===== config.mk =====
export PLATFORM = sky130hd
export DESIGN_NAME = msi_vec_collector
export DESIGN_NICKNAME = d
export VERILOG_FILES = /design/src/rtl/msi_coll_pkg.sv /design/src/rtl/msi_db_decode.sv /design/src/rtl/msi_reg_decode.sv /design/src/rtl/msi_group.sv /design/src/rtl/msi_vec_collector.sv
export SDC_FILE = /design/constraint.sdc
export NUM_CORES = 1
export LEC_CHECK = 0
export CORE_ASPECT_RATIO = 1.1
export CORE_MARGIN = 2
export CORE_UTILIZATION = 40
export DETAILED_ROUTE_END_ITERATION = 7
export GPL_TIMING_DRIVEN = 0
export HOLD_SLACK_MARGIN = 0.08
export PLACE_DENSITY = 0.67
export SYNTH_ARGS = -nofsm -noshare
export SYNTH_HDL_FRONTEND = slang
export SYNTH_SLANG_ARGS = --single-unit

===== constraint.sdc =====
create_clock -name clk -period 2.1 [get_ports clk]
set_input_delay 0.21 -clock clk [delete_from_list [all_inputs] [get_ports clk]]
set_output_delay 0.21 -clock clk [all_outputs]
set_load 0.02 [all_outputs]

===== src/rtl/msi_coll_pkg.sv =====
// Package: register map constants shared by the collector's modules.
// Assumes byte addressing with 32-bit registers.
package msi_coll_pkg;
    localparam int PEND_BASE     = 'h104;
    localparam int MSET_BASE     = 'h108;
    localparam int MCLR_BASE     = 'h10C;
    localparam int GROUP_STRIDE  = 'h010;
    localparam int EOI_OFFSET    = 'h050;
    localparam int DOORBELL_OFS  = 'h054;
    localparam int EOI_CODE_BASE = 4;
endpackage


===== src/rtl/msi_db_decode.sv =====
// Doorbell decoder: turns a vector number into a one-hot set mask.
// The mask is group-major, so group g bit b is index g*BITS+b.
// Vector v selects group v mod GROUPS and bit v div GROUPS.
// Out-of-range numbers produce an all-zero mask.
module msi_db_decode #(
    parameter int GROUPS = 8,
    parameter int BITS   = 4,
    parameter int DATA_W = 32
) (
    input  logic                     valid,
    input  logic [DATA_W-1:0]        data,
    output logic [GROUPS*BITS-1:0]   set_vec
);
    // Compare the data against every vector number.
    always_comb begin
        set_vec = '0;
        for (int g = 0; g < GROUPS; g++) begin
            for (int b = 0; b < BITS; b++) begin
                if (valid && data == DATA_W'(g + GROUPS * b))
                    set_vec[g*BITS+b] = 1'b1;
            end
        end
    end
endmodule


===== src/rtl/msi_reg_decode.sv =====
// Register write decoder: produces per-group strobes from one bus write.
// The strobes cover pending clear, mask set, mask clear and end-of-interrupt.
// It also flags a bus write to the doorbell offset.
// Assumes a single write per cycle.
module msi_reg_decode
    import msi_coll_pkg::*;
#(
    parameter int GROUPS = 8,
    parameter int ADDR_W = 12,
    parameter int DATA_W = 32
) (
    input  logic              wr,
    input  logic [ADDR_W-1:0] addr,
    input  logic [DATA_W-1:0] wdata,
    output logic [GROUPS-1:0] pend_we,
    output logic [GROUPS-1:0] mset_we,
    output logic [GROUPS-1:0] mclr_we,
    output logic [GROUPS-1:0] eoi_hit,
    output logic              bus_db
);
    genvar g;
    generate
        for (g = 0; g < GROUPS; g++) begin : g_grp
            // Per-group address and EOI-code match.
            always_comb begin
                pend_we[g] = wr && addr == ADDR_W'(PEND_BASE + g * GROUP_STRIDE);
                mset_we[g] = wr && addr == ADDR_W'(MSET_BASE + g * GROUP_STRIDE);
                mclr_we[g] = wr && addr == ADDR_W'(MCLR_BASE + g * GROUP_STRIDE);
                eoi_hit[g] = wr && addr == ADDR_W'(EOI_OFFSET)
                             && wdata == DATA_W'(g + EOI_CODE_BASE);
            end
        end
    endgenerate

    // Bus-side doorbell strobe.
    always_comb bus_db = wr && addr == ADDR_W'(DOORBELL_OFS);
endmodule


===== src/rtl/msi_group.sv =====
// One status group: pending bits, mask bits, arm flag and interrupt line.
// A set from a doorbell wins over a clear in the same cycle.
// Any pending-register write disarms the group, and EOI re-arms it.
module msi_group #(
    parameter int BITS = 4
) (
    input  logic            clk,
    input  logic            rst_n,
    input  logic [BITS-1:0] set_bits,
    input  logic            pend_we,
    input  logic            mset_we,
    input  logic            mclr_we,
    input  logic            eoi_hit,
    input  logic [BITS-1:0] wbits,
    output logic [BITS-1:0] pend,
    output logic [BITS-1:0] mask_en,
    output logic            irq
);
    logic armed;

    // Pending bits: clear on write-one, doorbell set has priority.
    always_ff @(posedge clk) begin
        if (!rst_n) pend <= '0;
        else        pend <= (pend & ~(pend_we ? wbits : '0)) | set_bits;
    end

    // Mask bits: independent set and clear strobes.
    always_ff @(posedge clk) begin
        if (!rst_n)       mask_en <= '0;
        else if (mset_we) mask_en <= mask_en | wbits;
        else if (mclr_we) mask_en <= mask_en & ~wbits;
    end

    // Arm flag: dropped on acknowledge, restored on EOI.
    always_ff @(posedge clk) begin
        if (!rst_n)       armed <= 1'b1;
        else if (eoi_hit) armed <= 1'b1;
        else if (pend_we) armed <= 1'b0;
    end

    // Interrupt line.
    always_comb irq = armed && |(pend & mask_en);

    p_doorbell_sticks_r9: assert property (@(posedge clk) disable iff (!rst_n)
        |set_bits |=> (pend & $past(set_bits)) == $past(set_bits));
    p_w1c_r4: assert property (@(posedge clk) disable iff (!rst_n)
        (pend_we && set_bits == '0) |=> (pend & $past(wbits)) == '0);
    p_mask_set_r5: assert property (@(posedge clk) disable iff (!rst_n)
        mset_we |=> (mask_en & $past(wbits)) == $past(wbits));
    p_mask_clr_r5: assert property (@(posedge clk) disable iff (!rst_n)
        mclr_we |=> (mask_en & $past(wbits)) == '0);
    p_irq_gate_r6: assert property (@(posedge clk) disable iff (!rst_n)
        irq |-> |(pend & mask_en));
    p_disarm_r7: assert property (@(posedge clk) disable iff (!rst_n)
        pend_we |=> !irq);
    p_eoi_rearm_r8: assert property (@(posedge clk) disable iff (!rst_n)
        (eoi_hit && |(pend & mask_en)) |=> irq);
endmodule


===== src/rtl/msi_vec_collector.sv =====
// Top: interleaved MSI vector collector.
// Merges the inbound doorbell and the bus doorbell.
// Builds GROUPS status groups and muxes register reads.
// Assumes one register write per cycle and reads that depend on the address only.
module msi_vec_collector
    import msi_coll_pkg::*;
#(
    parameter int GROUPS = 8,
    parameter int BITS   = 4,
    parameter int ADDR_W = 12,
    parameter int DATA_W = 32
) (
    input  logic              clk,
    input  logic              rst_n,
    input  logic              msi_valid,
    input  logic [DATA_W-1:0] msi_data,
    input  logic              reg_wr,
    input  logic [ADDR_W-1:0] reg_addr,
    input  logic [DATA_W-1:0] reg_wdata,
    output logic [DATA_W-1:0] reg_rdata,
    output logic [GROUPS-1:0] irq_out
);
    localparam int NVEC = GROUPS * BITS;

    logic [NVEC-1:0]   inb_vec, bus_vec, set_all;
    logic [GROUPS-1:0] pend_we, mset_we, mclr_we, eoi_hit;
    logic              bus_db;
    logic [GROUPS-1:0][BITS-1:0] pend, mask_en;

    msi_reg_decode #(.GROUPS(GROUPS), .ADDR_W(ADDR_W), .DATA_W(DATA_W)) u_regdec (
        .wr(reg_wr), .addr(reg_addr), .wdata(reg_wdata),
        .pend_we(pend_we), .mset_we(mset_we), .mclr_we(mclr_we),
        .eoi_hit(eoi_hit), .bus_db(bus_db)
    );

    msi_db_decode #(.GROUPS(GROUPS), .BITS(BITS), .DATA_W(DATA_W)) u_inb_dec (
        .valid(msi_valid), .data(msi_data), .set_vec(inb_vec)
    );

    msi_db_decode #(.GROUPS(GROUPS), .BITS(BITS), .DATA_W(DATA_W)) u_bus_dec (
        .valid(bus_db), .data(reg_wdata), .set_vec(bus_vec)
    );

    // Both doorbell sources accumulate.
    always_comb set_all = inb_vec | bus_vec;

    genvar g;
    generate
        for (g = 0; g < GROUPS; g++) begin : g_grp
            msi_group #(.BITS(BITS)) u_grp (
                .clk(clk), .rst_n(rst_n),
                .set_bits(set_all[g*BITS +: BITS]),
                .pend_we(pend_we[g]), .mset_we(mset_we[g]), .mclr_we(mclr_we[g]),
                .eoi_hit(eoi_hit[g]), .wbits(reg_wdata[BITS-1:0]),
                .pend(pend[g]), .mask_en(mask_en[g]), .irq(irq_out[g])
            );
        end
    endgenerate

    // Read mux on the byte offset.
    always_comb begin
        reg_rdata = '0;
        for (int i = 0; i < GROUPS; i++) begin
            if (reg_addr == ADDR_W'(PEND_BASE + i * GROUP_STRIDE))
                reg_rdata = DATA_W'(pend[i]);
            if (reg_addr == ADDR_W'(MSET_BASE + i * GROUP_STRIDE) ||
                reg_addr == ADDR_W'(MCLR_BASE + i * GROUP_STRIDE))
                reg_rdata = DATA_W'(mask_en[i]);
        end
    end

    p_reset_quiet_r1: assert property (@(posedge clk)
        !rst_n |=> irq_out == '0);
endmodule


# After elaboration in Yosys (flattened, before gate mapping)
# Index checks and enable logic that the tools add are counted.
[op_classes] n_eq_ne=88 mux=104 n_bitwise=51 reduce_logical=140
[op_table] operator="32-bit by 5-bit equality test with 1-bit output, second input constant" n=32
[op_table] operator="32-bit by 4-bit equality test with 1-bit output, second input constant" n=16
[op_table] operator="32-bit two-way mux" n=15
[op_table] operator="12-bit by 9-bit equality test with 1-bit output, second input constant" n=24
[op_table] operator="32-bit by 3-bit equality test with 1-bit output, second input constant" n=8
[op_table] operator="32-bit by 2-bit equality test with 1-bit output, second input constant" n=4
[op_table] operator="1-bit logical AND" n=106
[op_table] operator="4-bit two-way mux" n=25
[op_table] operator="4-bit bitwise AND" n=24
[op_table] operator="32-bit by 1-bit equality test with 1-bit output, second input constant" n=2
[op_table] operator="32-bit zero test" n=2
[op_table] operator="1-bit two-way mux" n=64
[op_table] operator="4-bit OR" n=16
[op_table] operator="4-bit inverter" n=9
[op_table] operator="32-bit OR" n=1
[op_table] operator="4-bit OR reduction" n=8
[op_table] operator="12-bit by 7-bit equality test with 1-bit output, second input constant" n=2
[op_table] operator="2-bit nonzero test" n=8
[op_table] operator="2-bit OR reduction" n=8
[op_table] operator="1-bit logical OR" n=8
[op_table] operator="1-bit inverter" n=1
[word_totals] reg_bits=72 input_bits=80 out_inout_bits=40 elab_cells=407

# Depth between registers and ports, before layout
# Gate-level depths: netlist of run 1.
[depth] ltp_word=17 depth_mapped=9 mapped_depth_nobuf=6

# By module
# Synthesis of run 1 repeated with hierarchy kept, for this count alone.
[unflattened] cells_unflattened=701 hier_area_um2=5547.8
[by_module_without_submodules] module="msi_group" n_inst=8 cells_per_inst=35 area_per_inst_um2=366.6 seq_area_each_um2=180.2
[by_module_without_submodules] module="msi_vec_collector" n_inst=1 cells_per_inst=216 area_per_inst_um2=1397.6 seq_area_each_um2=0.0
[by_module_without_submodules] module="msi_db_decode" n_inst=2 cells_per_inst=60 area_per_inst_um2=349.1 seq_area_each_um2=0.0
[by_module_without_submodules] module="msi_reg_decode" n_inst=1 cells_per_inst=85 area_per_inst_um2=519.2 seq_area_each_um2=0.0

# Least setup slack after synthesis of run 1
# OpenSTA, ideal clock, no wires.
[synth_timing] path_kind="input to output" from="input reg_addr[0]" to="output reg_rdata[1]" t_arrival_ns=1.999 required_ns=1.890 setup_slack_ns=-0.109 stages=9 n_path_buf=3 cell_sequence="buf_2 > or4b_4 > buf_6 > buf_6 > nor4_2 > a221oi_1 > a211oi_2 > a211oi_1 > o21ai_1"
[synth_between] elab_chain_len=17 elab_cells_between_ends=48 cone_classes="24 x eq/ne; 16 x mux; 8 x reduce/logical"
[synth_lines] element="from (decl)" line_no="msi_vec_collector.sv:18" rtl="input logic [ADDR_W-1:0] reg_addr,"
[synth_lines] element="12-bit by 9-bit equality test with 1-bit output, on equally long branches" line_no="msi_vec_collector.sv:64, msi_vec_collector.sv:66, msi_vec_collector.sv:67"
[synth_lines] element="4-bit two-way mux or 1-bit logical OR (tied branches)" line_no="msi_vec_collector.sv:64, msi_vec_collector.sv:66"
[synth_lines] element="32-bit two-way mux" line_no="msi_vec_collector.sv:66" rtl="if (reg_addr == ADDR_W'(MSET_BASE + i * GROUP_STRIDE) ||"
[synth_lines] element="32-bit two-way mux" line_no="msi_vec_collector.sv:64" rtl="if (reg_addr == ADDR_W'(PEND_BASE + i * GROUP_STRIDE))"
[synth_lines] element="32-bit two-way mux" line_no="msi_vec_collector.sv:66"
[synth_lines] element="32-bit two-way mux" line_no="msi_vec_collector.sv:64"
[synth_lines] element="32-bit two-way mux" line_no="msi_vec_collector.sv:66"
[synth_lines] element="32-bit two-way mux" line_no="msi_vec_collector.sv:64"
[synth_lines] element="32-bit two-way mux" line_no="msi_vec_collector.sv:66"
[synth_lines] element="32-bit two-way mux" line_no="msi_vec_collector.sv:64"
[synth_lines] element="32-bit two-way mux" line_no="msi_vec_collector.sv:66"
[synth_lines] element="32-bit two-way mux" line_no="msi_vec_collector.sv:64"
[synth_lines] element="32-bit two-way mux" line_no="msi_vec_collector.sv:66"
[synth_lines] element="32-bit two-way mux" line_no="msi_vec_collector.sv:64"
[synth_lines] element="32-bit two-way mux" line_no="msi_vec_collector.sv:66"
[synth_lines] element="32-bit two-way mux" line_no="msi_vec_collector.sv:64"
[synth_lines] element="32-bit two-way mux *" line_no="msi_vec_collector.sv:66"
[synth_lines] element="to (decl)" line_no="msi_vec_collector.sv:20" rtl="output logic [DATA_W-1:0] reg_rdata,"
# Mark *: on every way between the ends. The rest lies on a longest branch, timed or not.

# Worst setup path in the final report of run 1
[layout_timing] from="input reg_addr[5]" to="output reg_rdata[3]"
# Same word-level chain as after synthesis.

==> metrics.cfg, run 1 <==
[run_status]
outcome = complete, but fails checks
violations = setup timing

[worst_setup_path]
crit_chain = buf_2, buf_6, or4b_4, nor2_4, nand2_1, a22oi_2, a21oi_2, o41a_1, buf_6
crit_type = in -> out
crit_path_top_delay_cell = or4b_4
cp-start-kind = input pin
worstPathArrival_ps = 2070
end_kind = primary output
critPathRequiredTime_ps = 1890
cpPeakStageDelay_ps = 570
critPathMaxFanout = 6
crit_path_frequent_cell = buf_6

[timing]
finalHoldViolCount = 0
fin_crit_sh_pct = 108.7
rsz0062_at_grt = true
drv_slew = 0
skew_ps = 0
setup_viol = 20
max_freq_mhz = 438.3
max-slew-margin-rel_pct = 8.053
setup_slack_ps = -181.7
worstMarginPinSlew_ps = 1376
fin_crit_ps = 2282
final.setup.tns_ps = -1431

[placement]
portBuffers = 84
dpl.hpwl_um = 15630
place.gp.congestion = 0.9898
dp_slack_ps = -1634
dp_cells = 908

[logic_synthesis]
synth_most_common_cell = nand2_1
synthArstFlopShare_pct = 0
synth_top_family_by_area = compound AO/OA/AOI/OAI gates
yosys.area_share.xor_xnor_pct = 0
synth-compound-area-share_pct = 34.19
syn_inst = 643
ys_ff_latch = 72
synth_top_area_cell = dfxtp_1
synth_commonest_cells = 73 x nand2_1, 72 x dfxtp_1, 61 x a21oi_1
synth_area_per_cell_um2 = 7.599
yosys-top-cells-area = dfxtp_1 30%, a21oi_1 6.2%, a32oi_1 6.1%
synth_cell_types = 69
synth_fa_ha_area_share_pct = 0
synthMuxAreaShare_pct = 0.4097
synth_edf_count = 0
synth_ff_type = dfxtp_1
ys_seq_area_share_pct = 29.50
synth-simple-area-share_pct = 24.74
syn_area_um2 = 4886
synth_top_area_share_pct = 29.50
yosysWarnings = 0

[die]
rows = 42
design.core.area_um2 = 11980
die_x_um = 109.4
die_y_um = 119.9
io_pins = 120
start_util_pct = 40.78
fp.dieArea_um2 = 13120

[finish]
drive_gt1_share_pct = 24.97
antennaDiodeCount = 0
area_growth_pct = 45.61
finalNetCount = 888
instances_no_fill = 967

[grt]
grt_max_degree = 14
grt_overflow = 0
grt_pass1_wl_um = 31220
grt_pass1_vias = 5862
antenna_found_initial = 0
grt.total_usage_pct = 31.33

[drt]
via_per_inst = 6.228
drt-initial-drc-count = 551
antenna_left = 0
wl_um = 20770
drc = 0
first_pass_iters = 7
avgRoutedWirePerCell_um = 21.48
via_count = 6022

[power_and_ir_drop]
peakVddDrop_v = 0.0004100
p_leak_nw = 2.509
cellPowerDensity_nw_per_um2 = 515.9
power.total_mw = 3.671

[clock_tree]
clock_latency_ps = 340
clock_path_buffers = 2
cts_root_buf = clkbuf_16
cts_tree = yes
cts-buffers-inserted = 9
clock-sinks = 72
cts.reportedPaths.clkPinSlew_ps = 60
htree_levels = 3

[worst_hold_path]
hp-class = in -> reg

[run]
drv_cap = 0

==> routing by layer <==
metal  GRT usage [%]  part of all wire (%)  vias up
met1           37.80                    37     2796
met3           7.279                    12       72
li1                -                     -     2737
met5               0                     0        -
met4           14.00                   3.9        0
met2           52.31                    48      417
==> cells by family (layout without fill, tap and decap cells) <==
group,Yosys count,in the layout
other,1,28
flip-flops,72,72
buffers and inverters,99,242
multiplexers,2,2
AO/OA/AOI/OAI,242,242
AND/OR/NAND/NOR,227,227
==> where the power goes <==
| part | total, mW | switching [mW] | internal [mW] |
|---|---|---|---|
| sequential | 1.37 | 0.000138 | 1.37 |
| combinational | 0.614 | 0.334 | 0.280 |
| clock | 1.69 | 0.644 | 1.05 |
| total | 3.67 | 0.978 | 2.69 |
==> cell type report <==
class | instances | area, um2
tap | 154 | 192.7
fill | 1122 | 4867
clock inverter | 6 | 92.59
clock buffer | 10 | 229.0
timing repair buffer | 130 | 1207
multi-input combinational | 499 | 3327
inverter | 15 | 56.30
sequential | 72 | 1444
buffer | 81 | 565.5
==> what timing repair did <==
| item | CTS | global route |
|---|---|---|
| endpoints found under the setup margin | 78 | 30 |
| setup buffers | 35 | 13 |
| hold buffers | 0 | 0 |
| pin swaps | 32 | 21 |
| gates resized for setup | 167 | 38 |
==> path summary, 6_finish.rpt <==
path | slack [ps] | to | startpoint | cells after the start
min | 320 | g_grp[3].u_grp.armed | reg_addr[8] | 4
min reg2reg | 500 | g_grp[4].u_grp.armed | g_grp[4].u_grp.armed | 2
max | -180 | reg_rdata[3] | reg_addr[5] | 9
max reg2reg | 1200 | register | register | 2
==> layout by cell type, fill, tap and decap left out, types with 7 or more instances in the layout <==
cell type,Yosys,layout
a21oi_1,61,55
a22oi_1,18,17
a311oi_1,28,28
a32oi_1,34,34
buf_4,36,80
buf_6,3,18
clkbuf_1,33,26
clkbuf_16,0,10
clkdlybuf4s50_1,0,66
conb_1,1,28
dfxtp_1,72,70
inv_1,15,15
nand2_1,73,70
nand2b_1,8,8
nand3_1,19,17
nor2_1,45,34
nor2_2,1,10
nor3_1,11,8
nor4_1,16,14
o21ai_0,43,35
o22ai_1,9,7
==> metrics by stage <==
stage | hold WS, ps | cell area (um2) | util [%]
detailed placement | 479.3 | 6028 | 50.31
floorplan | 381.0 | 4995 | -
global placement | 455.5 | 6028 | 50.31
CTS | 326.6 | 6939 | 57.92
global route | 350.7 | 7114 | 59.38
finish | 321.7 | 7114 | 59.38
==> worst max-delay path: cells and delay by family <==
kind                   cells  cell delay (ps)
AO/OA/AOI/OAI              3              670
buffers and inverters      3              400
AND/OR/NAND/NOR            3              780
No activity file was read; power rests on OpenSTA's default activity.
==> inputs of run 2 (changes only) <==
- TNS_END_PERCENT: unset -> 20
==> run 2 against run 1 <==
The flow still finishes with violations (setup timing); maximum frequency shrank 3.8%; worst hold slack improved by 22 ps; non-clock buffer count decreased by 8; largest cell class unchanged; total power up 2.5%; final area shrank 1.7%; utilization down 1.0 points; critical path type unchanged; die area stayed put; critical path depth is 1 lower.
==> metrics.cfg, run 2 (synthesis results as in run 1) <==
[run_status]
outcome = complete, but fails checks
violations = setup timing

[clock_tree]
cts_root_buf = clkbuf_16
clock-sinks = 72
postCtsHoldBufs = 0
cts_tree = yes
htree_levels = 3
cts-buffers-inserted = 9
cts.reportedPaths.clkPinSlew_ps = 60
clock_path_buffers = 2
clock_latency_ps = 340

[drt]
first_pass_iters = 5
wl_um = 20480
via_count = 5985
antenna_left = 0
drc = 0
top_layer = met4
avgRoutedWirePerCell_um = 21.35
drt-initial-drc-count = 511
dr_wl_met2_um = 9661
met1_length_um = 7842
via_per_inst = 6.241
dr_wl_met3_um = 2068

[timing]
finalHoldViolCount = 0
skew_ps = 0
fin_crit_sh_pct = 112.9
max_freq_mhz = 421.8
setup_slack_ps = -270.7
worstMarginPinSlew_ps = 719.7
max-slew-margin-rel_pct = 51.81
whs_ps = 343.2
setup_viol = 4
rsz0062_at_grt = true
drv_slew = 0
fin_crit_ps = 2371

[grt]
grt.total_usage_pct = 31.25
grt_pass1_wl_um = 31150
grt_max_degree = 13
antenna_found_initial = 0
grt_pass1_vias = 5796
grt_overflow = 0

[finish]
antennaDiodeCount = 0
fin_util_pct = 58.36
layout_commonest_cell = buf_4
drive_gt1_share_pct = 22.61
layout_common_cells = 76 x buf_4, 71 x nand2_1, 71 x dfxtp_1
finalNetCount = 880
instances_no_fill = 959
area_growth_pct = 43.12

[die]
die_x_um = 109.4
io_pins = 120
die_y_um = 119.9
start_util_pct = 40.78
fp.dieArea_um2 = 13120
rows = 42
design.core.area_um2 = 11980

[worst_setup_path]
end_kind = primary output
crit_type = in -> out
worstPathArrival_ps = 2160
critPathRequiredTime_ps = 1890
critPathMaxFanout = 6
cp-start-kind = input pin

[power_and_ir_drop]
p_leak_nw = 2.419
peakVddDrop_v = 0.0003937
cellPowerDensity_nw_per_um2 = 538.0

[run]
drv_cap = 0

[placement]
dpl.hpwl_um = 15280
dp_slack_ps = -1615
place.gp.congestion = 0.9968
dp_cells = 908
portBuffers = 84

[worst_hold_path]
hp-class = in -> reg

==> run 2: cell count changes in the layout (fill, tap and decap cells not counted), sizes merged <==
cell,previous run,this run
bufinv,2,3
buf,110,100
clkbuf,41,44
dlymetal6s2s,3,0
inv,16,15
clkdlybuf4s50,66,69
clkinvlp,2,0
clkinv,1,2
==> run 2: area by class of cell <==
cell class,count,area (um2)
fillers,1106,4989
multi-input cells,499,3248
flip-flops and latches,72,1443
repair buffers,122,1142
plain buffers,81,564.3
clock buffers,11,242.7
well taps,154,192.7
clock inverters,5,103.9
inverters,15,56.30
==> run 2: critical path, stage by stage <==
cell     delay, ps
buf_8          110
buf_8          120
or4b_4         610
o32a_1         390
o22ai_1        250
a32oi_1        150
o41a_1         160
buf_6          150
==> run 2: power breakdown <==
part	switching [mW]	leakage [nW]	total (mW)	internal, mW
Clock	0.601	0.170	1.79	1.19
Sequential	0.000141	0.580	1.37	1.37
Combinational	0.328	1.67	0.602	0.274
Total	0.930	2.42	3.76	2.83
==> run 2: what timing repair did <==
action                     4_1_cts  5_1_grt
gates resized for setup        150       24
setup buffers                   35        3
setup endpoints to repair       77       23
pin swaps                       36       10
gates cloned                     0        0
==> run 2: worst paths after layout <==
kind,from,to,slack (ps),cells after the start
worst max-delay path,reg_addr[7],reg_rdata[3],-270,8
worst min-delay path,reg_addr[8],g_grp[3].u_grp.armed,340,4
worst max register to register,register,register,1230,2
worst min register to register,g_grp[4].u_grp.armed,g_grp[4].u_grp.armed,470,2
==> run 2: per-layer routing <==
| layer | vias up | global-route usage, % |
|---|---|---|
| met5 | - | 0 |
| met4 | 0 | 13.77 |
| met3 | 74 | 6.518 |
| met2 | 383 | 52.20 |
| met1 | 2811 | 38.27 |
| li1 | 2717 | - |
==> run 2: through the flow <==
step                      area, um2  power [mW]  TNS [ps]
final                          6993       3.762    -649.7
after global routing           6993       3.874    -785.9
after CTS                      6899       3.740    -435.6
after detailed placement       6025       1.901    -51910
after global placement         6025       1.897    -50140
after floorplan                4991       1.666    -10.39
